==> config.mk <==
export PLATFORM = sky130hd
export DESIGN_NAME = msr_exit_filter
export DESIGN_NICKNAME = d
export VERILOG_FILES = /design/src/rtl/msrf_pkg.sv /design/src/rtl/msrf_locate.sv /design/src/rtl/msrf_fsm.sv /design/src/rtl/msr_exit_filter.sv
export SDC_FILE = /design/constraint.sdc
export NUM_CORES = 1
export LEC_CHECK = 0
export ABC_AREA = 1
export BUFFER_PORTS_ARGS = -buffer_cell sky130_fd_sc_hd__buf_2
export CORE_MARGIN = 1
export CORE_UTILIZATION = 53
export DETAILED_ROUTE_END_ITERATION = 7
export PLACE_DENSITY = 0.82
export SKIP_CTS_REPAIR_TIMING = 1
export SYNTH_ARGS = -nofsm -noshare
export SYNTH_HDL_FRONTEND = slang
export SYNTH_SLANG_ARGS = --single-unit
==> constraint.sdc <==
create_clock -name clk -period 2.3 [get_ports clk]
set_input_delay 0.46 -clock clk [delete_from_list [all_inputs] [get_ports clk]]
set_output_delay 0.46 -clock clk [all_outputs]
set_load 0.02 [all_outputs]
==> src/rtl/msrf_pkg.sv <==
`timescale 1ns/1ps
package msrf_pkg;

  typedef enum logic [1:0] {
    ST_IDLE   = 2'd0,
    ST_ASK    = 2'd1,
    ST_WAIT   = 2'd2,
    ST_REPORT = 2'd3
  } msrf_state_e;

  // Bit inside the fetched byte: two bits per register, rw picks the odd one.
  function automatic logic [2:0] msrf_bit_in_byte(input logic [1:0] reg_in_byte,
                                                  input logic       rw);
    return {reg_in_byte, rw};
  endfunction

  // Slot count to slot-number width, never zero.
  function automatic int msrf_slot_width(input int n);
    return (n > 1) ? $clog2(n) : 1;
  endfunction

endpackage

==> src/rtl/msrf_locate.sv <==
`timescale 1ns/1ps
module msrf_locate #(
  parameter int unsigned IDX_W     = 32,
  parameter int unsigned ADDR_W    = 64,
  parameter int unsigned SPAN      = 8192,
  parameter int unsigned NUM_WIN   = 3,
  parameter logic [NUM_WIN*IDX_W-1:0] WIN_BASES = {32'hC001_0000, 32'hC000_0000, 32'h0000_0000}
) (
  input  logic [IDX_W-1:0]  idx,
  input  logic              rw,
  input  logic [ADDR_W-1:0] base,
  output logic [NUM_WIN-1:0] win_hit,
  output logic              hit,
  output logic [ADDR_W-1:0] byte_addr,
  output logic [2:0]        bit_sel
);
  import msrf_pkg::*;

  localparam int unsigned SPAN_W  = $clog2(SPAN);
  localparam int unsigned SLOT_W  = msrf_slot_width(NUM_WIN);
  localparam int unsigned BOFF_W  = SLOT_W + SPAN_W - 2;

  logic [SPAN_W-1:0] win_rel [NUM_WIN];

  // One subtract-and-compare per window; unsigned wrap rejects indices below a start.
  for (genvar k = 0; k < NUM_WIN; k++) begin : g_win
    logic [IDX_W-1:0] rel;
    assign rel        = idx - WIN_BASES[k*IDX_W +: IDX_W];
    assign win_hit[k] = (rel < IDX_W'(SPAN));
    assign win_rel[k] = rel[SPAN_W-1:0];
  end

  logic [SLOT_W-1:0] sel_slot;
  logic [SPAN_W-1:0] sel_rel;

  always_comb begin
    sel_slot = '0;
    sel_rel  = '0;
    for (int k = NUM_WIN - 1; k >= 0; k--) begin
      if (win_hit[k]) begin
        sel_slot = SLOT_W'(k);
        sel_rel  = win_rel[k];
      end
    end
  end

  logic [BOFF_W-1:0] byte_off;
  assign byte_off  = {sel_slot, sel_rel[SPAN_W-1:2]};
  assign hit       = |win_hit;
  assign byte_addr = base + ADDR_W'(byte_off);
  assign bit_sel   = msrf_bit_in_byte(sel_rel[1:0], rw);

endmodule

==> src/rtl/msrf_fsm.sv <==
`timescale 1ns/1ps
module msrf_fsm #(
  parameter int unsigned ADDR_W = 64
) (
  input  logic              clk,
  input  logic              rst_n,
  input  logic              start,
  input  logic              hit,
  input  logic [ADDR_W-1:0] byte_addr,
  input  logic [2:0]        bit_sel,
  input  logic              rw,
  input  logic              mem_req_ready,
  input  logic              mem_rsp_valid,
  input  logic [7:0]        mem_rsp_data,
  output logic              evt_accept,
  output logic              busy,
  output logic              mem_req_valid,
  output logic [ADDR_W-1:0] mem_req_addr,
  output logic              done,
  output logic              done_exit,
  output logic              done_info
);
  import msrf_pkg::*;

  msrf_state_e       state;
  logic [ADDR_W-1:0] addr_q;
  logic [2:0]        bit_q;
  logic              rw_q;
  logic              exit_q;

  assign evt_accept = (state == ST_IDLE) && start;

  always_ff @(posedge clk or negedge rst_n) begin
    if (!rst_n) begin
      state  <= ST_IDLE;
      addr_q <= '0;
      bit_q  <= '0;
      rw_q   <= 1'b0;
      exit_q <= 1'b0;
    end else begin
      unique case (state)
        ST_IDLE: if (start) begin
          addr_q <= byte_addr;
          bit_q  <= bit_sel;
          rw_q   <= rw;
          if (hit) begin
            state <= ST_ASK;
          end else begin
            exit_q <= 1'b1;
            state  <= ST_REPORT;
          end
        end
        ST_ASK:  if (mem_req_ready) state <= ST_WAIT;
        ST_WAIT: if (mem_rsp_valid) begin
          exit_q <= mem_rsp_data[bit_q];
          state  <= ST_REPORT;
        end
        ST_REPORT: state <= ST_IDLE;
        default:   state <= ST_IDLE;
      endcase
    end
  end

  assign busy          = (state != ST_IDLE);
  assign mem_req_valid = (state == ST_ASK);
  assign mem_req_addr  = addr_q;
  assign done          = (state == ST_REPORT);
  assign done_exit     = exit_q;
  assign done_info     = rw_q;

  AST_DONE_SINGLE: assert property (@(posedge clk) disable iff (!rst_n)
    done |=> !done);
  AST_REQ_HOLD: assert property (@(posedge clk) disable iff (!rst_n)
    (mem_req_valid && !mem_req_ready) |=> (mem_req_valid && $stable(mem_req_addr)));
  AST_OOR_SKIP: assert property (@(posedge clk) disable iff (!rst_n)
    (evt_accept && !hit) |=> (done && done_exit && !mem_req_valid));
  AST_INFO_KEPT: assert property (@(posedge clk) disable iff (!rst_n)
    (busy && !done) |=> $stable(done_info));
  AST_IDLE_QUIET: assert property (@(posedge clk) disable iff (!rst_n)
    !busy |-> (!mem_req_valid && !done));

endmodule

==> src/rtl/msr_exit_filter.sv <==
`timescale 1ns/1ps
module msr_exit_filter #(
  parameter int unsigned IDX_W   = 32,
  parameter int unsigned ADDR_W  = 64,
  parameter int unsigned SPAN    = 8192,
  parameter int unsigned NUM_WIN = 3,
  parameter logic [NUM_WIN*IDX_W-1:0] WIN_BASES = {32'hC001_0000, 32'hC000_0000, 32'h0000_0000}
) (
  input  logic              clk,
  input  logic              rst_n,
  input  logic              req_valid,
  input  logic [IDX_W-1:0]  req_index,
  input  logic              req_write,
  input  logic [ADDR_W-1:0] req_base,
  output logic              busy,
  output logic              mem_req_valid,
  output logic [ADDR_W-1:0] mem_req_addr,
  input  logic              mem_req_ready,
  input  logic              mem_rsp_valid,
  input  logic [7:0]        mem_rsp_data,
  output logic              done,
  output logic              done_exit,
  output logic              done_info
);

  localparam int unsigned MAP_BYTES = NUM_WIN * SPAN / 4;

  logic [NUM_WIN-1:0] win_hit;
  logic               hit;
  logic [ADDR_W-1:0]  byte_addr;
  logic [2:0]         bit_sel;
  logic               evt_accept;

  msrf_locate #(
    .IDX_W(IDX_W), .ADDR_W(ADDR_W), .SPAN(SPAN),
    .NUM_WIN(NUM_WIN), .WIN_BASES(WIN_BASES)
  ) u_loc (
    .idx       (req_index),
    .rw        (req_write),
    .base      (req_base),
    .win_hit   (win_hit),
    .hit       (hit),
    .byte_addr (byte_addr),
    .bit_sel   (bit_sel)
  );

  msrf_fsm #(.ADDR_W(ADDR_W)) u_fsm (
    .clk           (clk),
    .rst_n         (rst_n),
    .start         (req_valid),
    .hit           (hit),
    .byte_addr     (byte_addr),
    .bit_sel       (bit_sel),
    .rw            (req_write),
    .mem_req_ready (mem_req_ready),
    .mem_rsp_valid (mem_rsp_valid),
    .mem_rsp_data  (mem_rsp_data),
    .evt_accept    (evt_accept),
    .busy          (busy),
    .mem_req_valid (mem_req_valid),
    .mem_req_addr  (mem_req_addr),
    .done          (done),
    .done_exit     (done_exit),
    .done_info     (done_info)
  );

  AST_WIN_DISJOINT: assert property (@(posedge clk) disable iff (!rst_n)
    req_valid |-> $onehot0(win_hit));
  AST_ADDR_BOUND: assert property (@(posedge clk) disable iff (!rst_n)
    (evt_accept && hit) |-> ((byte_addr - req_base) < ADDR_W'(MAP_BYTES)));
  AST_BIT_DIRECTION: assert property (@(posedge clk) disable iff (!rst_n)
    evt_accept |-> (bit_sel[0] == req_write));

endmodule

==> Word level (Yosys, flattened, before mapping) <==
Cells that the tools add are included.
{ "word_totals": {"reg_bits": 71, "in_bits": 110} }
{ "op_classes": {"n_addsub": 3, "magnitude_cmp": 4, "eq_ne": 7, "n_mux": 17, "reduce_logical": 7} }
{ "ops": {"columns": ["cell", "n"], "rows": [
  ["$lt A32 B14 Y1 const B", 3],
  ["$add A64 B13 Y64", 1],
  ["$sub A32 B32 Y32 const B", 2],
  ["$mux W13", 3],
  ["$mux W2", 7],
  ["$pmux W2 S4", 1],
  ["$ne A2 B2 Y1 const B", 3],
  ["$eq A2 B2 Y1 const B", 2],
  ["$lt A3 B4 Y1 const B", 1],
  ["$mux W1", 4],
  ["$reduce_and A4 Y1", 1],
  ["$reduce_bool A2 Y1", 2],
  ["$bmux W1 S3", 1],
  ["$reduce_and A3 Y1", 1],
  ["$reduce_or A3 Y1", 1],
  ["$eq A2 B1 Y1 const B", 1],
  ["$logic_not A2 Y1", 1],
  ["$ne A2 B1 Y1 const B", 1],
  ["$pmux W1 S2", 1],
  ["$reduce_and A2 Y1", 1]
]} }

==> Depth between registers and ports, before layout <==
{ "logic_depth": {"depth_word": 6, "depth_mapped": 23, "ltp_nobuf": 23} }

==> Cells and area by module <==
A second synthesis with hierarchy kept.
{ "unflattened": {"cells_unflattened": 972, "hier_area_um2": 6057.1} }
{ "by_module_without_submodules": {"columns": ["module", "n_inst", "cells_per_inst", "area_each_um2", "seq_area_each_um2"], "rows": [
  ["msrf_locate", 1, 624, 3110.5, 0.0],
  ["msrf_fsm", 1, 348, 2946.6, 1776.7]
]} }

==> Worst setup path before layout <==
OpenSTA, ideal clock, no wires.
{ "synth_timing": {"kind": "input to register", "start": "input req_index[25]", "end": "register u_fsm.addr_q[38], in the netlist u_fsm.mem_req_addr[38]", "setup_ns": 0.118, "t_arrival_ns": 2.845, "required_time_ns": 2.182, "path_slack_ns": -0.663, "cell_stages": 21, "n_path_buf": 1, "path_cell_list": "or2_0 > nor3_1 > o21a_1 > nand3_1 > nand2_1 > inv_2 > nor2_1 > ha_1 > inv_1 > fa_1 > inv_1 > nand3_1 > nand2_2 > nand2_1 > nand2_2 > nand2_1 > nand2_2 > buf_6 > nand4_1 > nand3_1 > nand2_1"} }
{ "synth_via": {"elab_chain_len": 6} }
{ "synth_lines": {"columns": ["element", "line", "source"], "rows": [
  ["start: declaration", "msr_exit_filter.sv:12", "input logic [IDX_W-1:0] req_index,"],
  ["$sub A32 B32 Y32", "msrf_locate.sv:28", "assign rel = idx - WIN_BASES[k*IDX_W +: IDX_W];"],
  ["$lt A32 B14 Y1", "msrf_locate.sv:29", "assign win_hit[k] = (rel < IDX_W'(SPAN));"],
  ["$mux W13 / $mux W2 (equally long branches) (3 in series)", "msrf_locate.sv:40", "if (win_hit[k]) begin"],
  ["$add A64 B13 Y64 (*)", "msrf_locate.sv:50", "assign byte_addr = base + ADDR_W'(byte_off);"],
  ["end signal: assignment", "msrf_fsm.sv:43", "addr_q <= byte_addr;"],
  ["end: declaration", "msrf_fsm.sv:26", "logic [ADDR_W-1:0] addr_q;"]
]} }
Every way passes the cells marked *; elsewhere a longest branch is shown, timed or not.
A chain may end at the register's enable or synchronous reset.

==> Worst setup path after layout <==
{ "layout_timing": {"start": "input req_index[25]", "end": "register u_fsm.addr_q[42], in the netlist u_fsm.mem_req_addr[42]"} }
The elaborated chain is that of the path after synthesis.

==> impl_metrics.env <==
export IMPL_powerDensity_nw_per_um2=728.7
export IMPL_core_sq_um=10940
export IMPL_hpwl_mm=16.70
export IMPL_synth_fp_nets=1120
export IMPL_clk_pin_slew_ns=0.07
export IMPL_drt_pass1_iterations=7
export IMPL_grt_usage=0.3606
export IMPL_ant_nets=0
export IMPL_ys_seq_area_frac=0.2911
export IMPL_p_int_w=0.003658
export IMPL_drive_above_1_share=0.3813
export IMPL_grt_max_degree=71
export IMPL_hold_viol=0
export IMPL_viasPerCell=5.784
export IMPL_place_area_sq_um=7781
export IMPL_rows=38
export IMPL_worst_slew_pin_slew_ns=0.6131
export IMPL_clock_latency_ns=0.36
export IMPL_period_minus_slack_ns=3.148
export IMPL_drt_drc_violations_left=0
export IMPL_routed_wl_mm=26.50
export IMPL_post_route_util=0.8233
export IMPL_status="finished with violations"
export IMPL_areaGrowthSynthToFinish_pct=49.61
export IMPL_seqPwrFrac=0.324
export IMPL_synth_seq_cells=70
export IMPL_netlist_top_cells_count="376 x nand2_1, 131 x inv_1, 105 x nor2_1, 91 x nand3_1, 70 x dfrtp_1"
export IMPL_power_frac_comb=0.453
export IMPL_cts_buffers=9
export IMPL_fp_dieH_microns=108.6
export IMPL_synth_area_sq_um=6018
export IMPL_htreeDepth=3
export IMPL_p_sw_w=0.002903
export IMPL_p_leak_nw=4.802
export IMPL_cts_buffer_depth=2
export IMPL_drtIter0Drc=909
export IMPL_ir_worst_vdd_mv=0.7029
export IMPL_cts_tree="built"
export IMPL_root_buffer="clkbuf_16"
export IMPL_rsz0062_at_grt="yes"
export IMPL_yosys_warnings=0
export IMPL_worst_slack_ns=-0.8477
export IMPL_gr_total_overflow=0
export IMPL_fin_area_sq_um=9004
export IMPL_violations="setup timing"
export IMPL_synth_async_sr_flop_share=1.000
export IMPL_maxCapViolCount=0
export IMPL_place_inst=1371
export IMPL_routabilityCongestion=0.9800
export IMPL_die_w_microns=108.6
export IMPL_pin_count=179
export IMPL_clock_sinks=70
export IMPL_p_sw_frac=0.4425
export IMPL_period_share=1.369
export IMPL_critical_path_required_ns=2.54
export IMPL_synthCells=991
export IMPL_setup_viol=61
export IMPL_start_util=0.5503
export IMPL_slew_headroom=0.5898
export IMPL_cp_data_arrival_time_ns=3.39
export IMPL_yosysMostFrequentCell="nand2_1"
export IMPL_yosysUniqueCellTypes=38
export IMPL_holdWs_ns=0.06778
export IMPL_worstSetupStartpointType="input port"
export IMPL_yosys_most_used_dff="dfrtp_1"
export IMPL_syn_avg_cell_area_sq_um=6.073
export IMPL_fillCellCount=710
export IMPL_dieArea_sq_um=11790
export IMPL_crit_path_end_kind="register"
export IMPL_vias=8098
export IMPL_skew_ns=0.01505
export IMPL_synth_top_cell_area_share=0.2911
export IMPL_io_buffers=178
export IMPL_hp_class="input port to asynchronous set/reset pin"
export IMPL_finalNonFillerCells=1400
export IMPL_fmax_mhz=317.7
export IMPL_wl_per_cell_microns=18.93
export IMPL_grt_pass1_vias=6566
export IMPL_crit_type="input port to register"
export IMPL_maxSlewViolCount=0
export IMPL_p_clk_frac=0.224
export IMPL_synth_area_leaders="dfrtp_1 29%, nand2_1 23%, inv_1 8.2%"
export IMPL_fin_nets=1383
export IMPL_synth_top_area_cell="dfrtp_1"
export IMPL_antenna_found_initial=0
export IMPL_grt_pass1_wl_mm=32.26
export IMPL_synth_edf_count=0
export IMPL_path_max_fanout=4
==> cell type report <==
| class | count | area [sq um] | share of cell area |
|---|---|---|---|
| well taps | 140 | 175.2 | 0.01946 |
| clock buffers | 11 | 242.7 | 0.02696 |
| multi-input cells | 768 | 4617 | 0.5128 |
| flip-flops and latches | 70 | 1752 | 0.1946 |
| inverters | 138 | 525.5 | 0.05837 |
| clock inverters | 5 | 57.56 | 0.006392 |
| diodes | 1 | 2.502 | 0.0002779 |
| repair buffers | 267 | 1632 | 0.1812 |
==> metal layers <==
| metal | routed length [microns] | vias to the layer above | part of all wire | global-route usage |
|---|---|---|---|---|
| met5 | 0 | - | 0 | 0 |
| met4 | 1865 | 0 | 0.070 | 0.1168 |
| met3 | 3235 | 185 | 0.12 | 0.07294 |
| met2 | 11680 | 629 | 0.44 | 0.5606 |
| met1 | 9717 | 3623 | 0.37 | 0.4996 |
| li1 | - | 3661 | - | - |
==> cell usage in the layout, fill, tap and decap left out, types with 3 or more instances in the layout <==
cell,n
nand2_1,314
xnor2_2,8
nand3_1,68
nand2_2,47
nor2_1,83
nor2_2,11
dfrtp_1,70
nand3_2,16
nand3b_1,12
or2_4,3
nor2_4,21
o21ai_0,11
inv_2,16
or2_2,3
buf_2,177
a21oi_2,5
ha_4,10
nand2_8,3
nor3_2,6
nand4_1,29
a31oi_1,11
o21ai_1,13
nor3_1,17
a21oi_1,3
buf_4,76
nand3_4,8
clkbuf_16,9
inv_1,119
nand2_4,27
ha_1,8
xnor2_1,5
buf_6,12
a21oi_4,3
==> kinds of logic after synthesis <==
group | synth area share
compound gates | 0.05468
simple gates | 0.4898
flops | 0.2911
xor+xnor | 0.02474
fa+ha+maj | 0.04075
buf+inv | 0.09896
==> registers in the layout (all words and copies together), names as in the netlist <==
| name | count |
|---|---|
| u_fsm.state | 2 |
| u_fsm.mem_req_addr | 64 |
| u_fsm.bit_q | 3 |
| u_fsm.done_exit | 1 |
==> worst max-delay path, stage by stage <==
cell,delay (ns)
buf_2,0.10
or2_0,0.23
nor3_2,0.14
o21a_1,0.17
nand3_2,0.11
nand2_4,0.11
inv_6,0.06
buf_6,0.14
nor2_4,0.11
ha_4,0.18
buf_4,0.12
nand2_1,0.06
nor2_1,0.49
nand3_4,0.24
nand3_4,0.20
buf_4,0.13
nand3_2,0.06
nand3_1,0.09
nand2_2,0.07
nand2_1,0.08
nand2_1,0.05
==> power groups by stage <==
stage          clock, W  combinational, W  sequential (W)
3_3_place_gp          0           0.00274         0.00209
2_1_floorplan         0           0.00108         0.00277
6_report        0.00147           0.00297         0.00212
5_1_grt         0.00152           0.00323         0.00218
4_1_cts         0.00144           0.00282         0.00210
3_5_place_dp          0           0.00281         0.00211
==> worst paths after layout <==
path | startpoint | endpoint | slack [ns] | cells past startpoint
worst max-delay path | req_index[25] | u_fsm.mem_req_addr[42]$_DFFE_PN0P_ | -0.85 | 21
worst min-delay path | rst_n | u_fsm.mem_req_addr[9]$_DFFE_PN0P_ | 0.07 | 2
worst max register to register | u_fsm.state[0]$_DFFE_PN0P_ | u_fsm.mem_req_addr[6]$_DFFE_PN0P_ | 0.62 | 6
worst min register to register | u_fsm.mem_req_addr[56]$_DFFE_PN0P_ | u_fsm.mem_req_addr[56]$_DFFE_PN0P_ | 0.47 | 2
max in group asynchronous | rst_n | u_fsm.bit_q[2]$_DFFE_PN0P_ | 1.81 | 2
min in group clk | req_write | u_fsm.bit_q[0]$_DFFE_PN0P_ | 0.35 | 3
==> metrics by stage <==
step                      power, W  TNS (ns)  setup slack [ns]
after global placement    0.004826    -39.90           -0.7722
after floorplan           0.003847    -15.84           -0.5021
after detailed placement  0.004918    -43.84           -0.8603
after global routing      0.006925    -34.62           -0.8914
after CTS                 0.006355    -22.60           -0.5180
final                     0.006561    -26.26           -0.8477
(Power assumes the default switching activity.)
